## src/rtl/cbr_pkg.sv

```systemverilog
package cbr_pkg;
  // one synchronized observation of the card pins
  typedef struct packed {
    logic rise;   // rising edge of the card clock seen this cycle
    logic data;   // data line, aligned with the clock path
  } line_evt_t;
endpackage

```

## src/rtl/cbr_line_sync.sv

```systemverilog
module cbr_line_sync
  import cbr_pkg::*;
#(
  parameter int STAGES = 2
) (
  input  logic      clk,
  input  logic      rst,
  input  logic      card_clk,
  input  logic      card_io,
  output line_evt_t evt
);
  logic [STAGES-1:0] clk_sr;
  logic [STAGES-1:0] io_sr;
  logic              clk_prev;

  // identical depth on both paths keeps data aligned with the clock edge
  always_ff @(posedge clk) begin
    if (rst) begin
      clk_sr   <= '0;
      io_sr    <= '0;
      clk_prev <= 1'b0;
    end else begin
      clk_sr   <= {clk_sr[STAGES-2:0], card_clk};
      io_sr    <= {io_sr[STAGES-2:0], card_io};
      clk_prev <= clk_sr[STAGES-1];
    end
  end

  always_comb begin
    evt.rise = clk_sr[STAGES-1] & ~clk_prev;
    evt.data = io_sr[STAGES-1];
  end
endmodule

```

## src/rtl/cbr_shifter.sv

```systemverilog
module cbr_shifter #(
  parameter int DATA_W = 8,
  localparam int POS_W = $clog2(DATA_W)
) (
  input  logic              clk,
  input  logic              rst,
  input  logic              realign,
  input  logic              accept,
  input  logic              bit_in,
  output logic [DATA_W-1:0] byte_out,
  output logic              byte_vld,
  output logic [POS_W-1:0]  pos
);
  localparam logic [POS_W-1:0] LAST = POS_W'(DATA_W - 1);

  logic [DATA_W-1:0] shreg;
  logic [DATA_W-1:0] shreg_nxt;

  always_comb shreg_nxt = {bit_in, shreg[DATA_W-1:1]};

  always_ff @(posedge clk) begin
    if (rst) begin
      shreg    <= '0;
      byte_out <= '0;
      byte_vld <= 1'b0;
      pos      <= '0;
    end else begin
      byte_vld <= 1'b0;
      if (realign) begin
        shreg <= '0;
        pos   <= '0;
      end else if (accept) begin
        shreg <= shreg_nxt;
        if (pos == LAST) begin
          pos      <= '0;
          byte_out <= shreg_nxt;
          byte_vld <= 1'b1;
        end else begin
          pos <= pos + 1'b1;
        end
      end
    end
  end
endmodule

```

## src/rtl/cbr_len_ctr.sv

```systemverilog
module cbr_len_ctr #(
  parameter int LEN_W = 10
) (
  input  logic             clk,
  input  logic             rst,
  input  logic             load,
  input  logic [LEN_W-1:0] value,
  input  logic             bit_acc,
  input  logic             irq_clr,
  output logic [LEN_W-1:0] count,
  output logic             halted,
  output logic             irq
);
  logic [LEN_W-1:0] limit;
  logic             irq_set;

  always_comb begin
    halted  = (count == limit);
    irq_set = (load && value == '0) ||
              (!load && bit_acc && (count + 1'b1) == limit);
  end

  always_ff @(posedge clk) begin
    if (rst) begin
      count <= '0;
      limit <= '0;
      irq   <= 1'b0;
    end else begin
      if (load) begin
        count <= '0;
        limit <= value;
      end else if (bit_acc) begin
        count <= count + 1'b1;
      end
      if (irq_set)      irq <= 1'b1;
      else if (irq_clr) irq <= 1'b0;
    end
  end
endmodule

```

## src/rtl/cbr_sync_rx.sv

```systemverilog
module cbr_sync_rx
  import cbr_pkg::*;
#(
  parameter int DATA_W      = 8,
  parameter int LEN_W       = 10,
  parameter int SYNC_STAGES = 2,
  localparam int POS_W      = $clog2(DATA_W)
) (
  input  logic              clk,
  input  logic              rst,
  input  logic              card_clk,
  input  logic              card_io,
  input  logic              mode_tx,
  input  logic              rst_ctl,
  input  logic              len_load,
  input  logic [LEN_W-1:0]  len_value,
  input  logic              irq_clr,
  output logic              card_rst,
  output logic [DATA_W-1:0] rx_byte,
  output logic              byte_vld,
  output logic [POS_W-1:0]  bit_pos,
  output logic [LEN_W-1:0]  rx_bits,
  output logic              irq
);
  line_evt_t evt;
  logic      mode_prev;
  logic      mode_chg;
  logic      halted;
  logic      accept;

  cbr_line_sync #(.STAGES(SYNC_STAGES)) u_sync (
    .clk(clk), .rst(rst), .card_clk(card_clk), .card_io(card_io), .evt(evt)
  );

  always_ff @(posedge clk) begin
    if (rst) begin
      mode_prev <= mode_tx;
      card_rst  <= 1'b0;
    end else begin
      mode_prev <= mode_tx;
      card_rst  <= rst_ctl;
    end
  end

  always_comb begin
    mode_chg = mode_tx ^ mode_prev;
    accept   = evt.rise & ~mode_tx & ~mode_chg & ~halted & ~len_load;
  end

  cbr_shifter #(.DATA_W(DATA_W)) u_shift (
    .clk(clk), .rst(rst), .realign(mode_chg), .accept(accept),
    .bit_in(evt.data), .byte_out(rx_byte), .byte_vld(byte_vld), .pos(bit_pos)
  );

  cbr_len_ctr #(.LEN_W(LEN_W)) u_len (
    .clk(clk), .rst(rst), .load(len_load), .value(len_value),
    .bit_acc(accept), .irq_clr(irq_clr), .count(rx_bits),
    .halted(halted), .irq(irq)
  );
endmodule

```

## config.mk

```make
export PLATFORM = sky130hd
export DESIGN_NAME = cbr_sync_rx
export DESIGN_NICKNAME = d
export VERILOG_FILES = /design/src/rtl/cbr_pkg.sv /design/src/rtl/cbr_line_sync.sv /design/src/rtl/cbr_shifter.sv /design/src/rtl/cbr_len_ctr.sv /design/src/rtl/cbr_sync_rx.sv
export SDC_FILE = /design/constraint.sdc
export NUM_CORES = 1
export LEC_CHECK = 0
export BUFFER_PORTS_ARGS = -buffer_cell sky130_fd_sc_hd__buf_4
export CAP_MARGIN = 5
export CORE_AREA = 4 4 77 61
export DETAILED_ROUTE_END_ITERATION = 16
export DIE_AREA = 0 0 81 65
export GPL_ROUTABILITY_DRIVEN = 0
export PLACE_DENSITY = 0.77
export REMOVE_ABC_BUFFERS = 1
export SYNTH_ARGS = -nofsm -noshare
export SYNTH_HDL_FRONTEND = slang
export SYNTH_SLANG_ARGS = --single-unit
```

## constraint.sdc

```tcl
create_clock -name clk -period 2.27 [get_ports clk]
set_clock_uncertainty 0.05 [all_clocks]
set_input_delay 0.454 -clock clk [delete_from_list [all_inputs] [get_ports clk]]
set_output_delay 0.454 -clock clk [all_outputs]
set_load 0.005 [all_outputs]
```

==> impl_summary.md <==
Critical path
The type of origin of the critical path is a flip-flop. The critical path capture point type is a flip-flop. The worst-path maximum fanout is 14. Data on the critical path arrives at its endpoint at 2.27 ns. In this run the register-to-register setup slack is 0.19 ns. The critical path start-end classification is flip-flop to flip-flop.

Data on the critical path is required at its endpoint by 2.46 ns.

Place
The HPWL after detailed placement is 3201 um. The count of input and output buffers is 41. Before CTS, the worst setup slack after placement is 0.2091 ns. Once placement completed, the tool counted placed cells totaling 321.

Detailed routing
Before antenna repair, the detailed router went through 4 iterations. In the final routed layout, each cell accounts on average for 13.19 um. The detail route stage leaves a number of antenna-violating nets equal to 0.

The number of design-rule violations left by the first detailed-router iteration is 99. The sum of routed wire length over all layers is 4338 um. For this run, design rule violations remaining after detail routing come to 0. The detailed router placed 1712 vias in this run. In the routed layout, each cell is associated on average with a via count of 5.204.

Clock tree
TritonCTS created 5 clock buffers. After clock tree synthesis, the clock-pin slew on the worst setup and hold paths is 0.09 ns. CTS built an H-tree with a depth of 2. The later pin in the worst-skew pair is clocked with a latency of 0.30 ns. In this run the deepest clock path goes through 2 buffers.

The cell at the root of the clock tree is sky130_fd_sc_hd__clkbuf_8. The number of sinks driven by the clock tree is 47. After clock tree synthesis, the flow added hold-fix buffers numbering 0. The CTS tree is yes.

The number of setup buffers added after CTS is 0. After clock tree synthesis, the repair step resized 0 gates.

Floorplan
The placeable core region is 3954 um^2. The area enclosed by the die boundary is 5265 um^2. The initial utilization of the core area, before any placement, comes to 52.15%. The floorplan step set the die height to 65 um. The die outline width is 81 um. For this design the top-level I/O count stands at 42. The total number of placement rows is 20.

Final layout
The filler cell count is 347. The antenna diode count is 0. The final design utilization is 64.78%.

The number of standard cells in the layout, taps in and fillers out is 329. Summing all multi-input logic gate instances after layout gives 1044 um^2. Of the cells placed in the final design, the portion with a size suffix greater than 1 is 22.99%. The number of nets at the end of the flow is 294. Across the whole layout, storage elements account for 940.9 um^2. The layout-stage area growth over the synthesis result is 24.21%.

Global routing
The number of global-route vias before repair is 1522. Global routing finished with a remaining overflow of 0. In the global route stage, overall resource usage came out at 17.11%.

The number of antenna violations at the first check in global routing is 0. The first-pass GRT wire length is 6893 um. Entering global routing, the biggest net connects 30 pins.

Yosys
The fraction of synthesized cell area taken by the top area cell type is 45.63%. The cell count after synthesis is 227. The most area-hungry cell type in the Yosys netlist is sky130_fd_sc_hd__dfxtp_1. The synthesized design contains 0 enable-type register cells. The async set or reset register ratio after synthesis is 0%.

The post-synthesis sequential area ratio is 45.63%. The synthesized area per cell is 9.084 um^2. The count of synthesis-stage warnings from yosys is 0.

Sorting the synthesized cells by how often they occur yields sky130_fd_sc_hd__dfxtp_1, sky130_fd_sc_hd__nor2_1, sky130_fd_sc_hd__mux2i_1. In this run the cell area of the synthesized design comes to 2062 um^2. The synthesized design contains 47 register bits.

Counting distinct cell types in the post-synthesis netlist gives 39. The most common cell in the synthesized netlist is sky130_fd_sc_hd__dfxtp_1. In the synthesized netlist the dominant register cell turns out to be sky130_fd_sc_hd__dfxtp_1. By area the synthesized netlist is led by sky130_fd_sc_hd__dfxtp_1, sky130_fd_sc_hd__mux2i_1, sky130_fd_sc_hd__nor2_1, sky130_fd_sc_hd__xnor2_1, sky130_fd_sc_hd__xor2_1.

Power and ir drop
Sequential cells burn 57.3% of the power. The portion of total power attributed to the clock network is 35.8%. Dividing total power by cell area gives a power density of 581.8 nW/um^2.

The cell internal power dissipation is 1.141 mW. The switching share of power is 23.43%. The part of the total power dissipated in combinational logic is 6.9%. VDD sags by at most 0.4306 mV.

Summed over all cells, the static leakage comes to 1.018 nW. Summed over all nets, the switching power comes to 0.3491 mW.

Timing
The least setup slack across all paths after layout is 0.1928 ns. Adding up every negative setup slack in the final design gives 0 ns. Counting I/O delays and the setup requirement, the final critical path takes 2.077 ns.

The peak clock frequency supported by timing is 0.4814 GHz. The final count of hold timing violations is 0. The number of setup violations in the final report is 0. At the pin with the least slew margin, the transition time is 0.4232 ns. Headroom to the max-slew limit came out at 71.42%.

The count of final max-slew check failures is 0. The share of the clock period used by the worst path is 91.51%. Setup repair after global routing left no endpoint under its margin.

Outcome
The run finished with clean final reports.

Min path
The type of the most critical hold path is input port to flip-flop.

Flow run
The max-capacitance violation count is 0.
worst paths after layout:
| path | startpoint | to | cells past startpoint |
|---|---|---|---|
| max reg2reg | u_len.limit[4] | u_shift.byte_out[6] | 7 |
| min | mode_tx | mode_prev | 1 |
| max | u_len.limit[4] | u_shift.byte_out[6] | 7 |
| min reg2reg | u_sync.clk_sr[0] | u_sync.clk_sr[1] | 1 |
placed cells by master, fill, tap and decap left out, types with 2 or more instances in the layout:
master / count
sky130_fd_sc_hd__inv_1: 3
sky130_fd_sc_hd__buf_4: 53
sky130_fd_sc_hd__nand2b_1: 2
sky130_fd_sc_hd__clkbuf_8: 6
sky130_fd_sc_hd__xnor2_1: 14
sky130_fd_sc_hd__nor4_1: 2
sky130_fd_sc_hd__nand3_1: 12
sky130_fd_sc_hd__ha_1: 3
sky130_fd_sc_hd__nor4b_1: 2
sky130_fd_sc_hd__xor2_1: 10
sky130_fd_sc_hd__nor2b_1: 6
sky130_fd_sc_hd__nand2_1: 18
sky130_fd_sc_hd__nor2_1: 35
sky130_fd_sc_hd__mux2i_1: 21
sky130_fd_sc_hd__a21oi_1: 9
sky130_fd_sc_hd__o21ai_0: 4
sky130_fd_sc_hd__dfxtp_1: 47
sky130_fd_sc_hd__nor3_1: 3
sky130_fd_sc_hd__nand4_1: 5
critical path, stage by stage (launching register included):
cell and delay [ns]:
sky130_fd_sc_hd__dfxtp_1 0.33, sky130_fd_sc_hd__xor2_1 0.19, sky130_fd_sc_hd__or4_1 0.51, sky130_fd_sc_hd__o31a_1 0.34
sky130_fd_sc_hd__buf_4 0.21, sky130_fd_sc_hd__nand2_2 0.17, sky130_fd_sc_hd__nand2_1 0.07, sky130_fd_sc_hd__a21oi_1 0.13
registers in the layout, summed over array words and instances (netlist names):
signal,cells
card_rst,1
mode_prev,1
u_len.irq,1
u_shift.byte_out,8
u_sync.clk_prev,1
u_shift.shreg,7
u_len.count,10
u_shift.byte_vld,1
u_sync.clk_sr,2
u_shift.pos,3
u_sync.io_sr,2
u_len.limit,10
cells by family after synthesis:
logic type / after synthesis / share of synthesized area [%]
XOR/XNOR: 24 / 10.19
flip-flops: 47 / 45.63
AND/OR/NAND/NOR: 91 / 20.87
buffers and inverters: 17 / 3.762
multiplexers: 21 / 10.19
AO/OA/AOI/OAI: 24 / 7.525
adder cells (fa/ha/maj): 3 / 1.821
per-layer routing:
layer	global-route usage, %	vias up	share of wire, %
li1	-	864	-
met1	23.40	801	50
met2	25.51	40	44
met3	3.889	7	5.1
met4	7.595	0	1.6
met5	0	-	0
metrics by stage:
| stage | hold slack (ns) | power, mW | cell area, um^2 |
|---|---|---|---|
| after floorplan | 0.3638 | 0.9196 | 1996 |
| after global placement | 0.3691 | 0.9725 | 2462 |
| after detailed placement | 0.3818 | 0.9755 | 2462 |
| after CTS | 0.2160 | 1.500 | 2561 |
| after global routing | 0.2115 | 1.551 | 2561 |
| final | 0.2224 | 1.490 | 2561 |
layout make-up:
| type | count | share of cell area [%] |
|---|---|---|
| Clock inverter | 2 | 0.6351 |
| Sequential cell | 47 | 36.74 |
| Clock buffer | 6 | 3.224 |
| Tap cell | 55 | 2.687 |
| Timing Repair Buffer | 53 | 15.53 |
| Inverter | 3 | 0.4397 |
| Multi-Input combinational cell | 163 | 40.74 |
power by group through the flow:
stage	combinational, mW	sequential [mW]	clock [mW]
final	0.103	0.854	0.534
after global routing	0.114	0.855	0.582
after CTS	0.103	0.853	0.543
after detailed placement	0.103	0.873	0
after global placement	0.101	0.872	0
after floorplan	0.0508	0.869	0
Power figures use the tool's default switching activity.
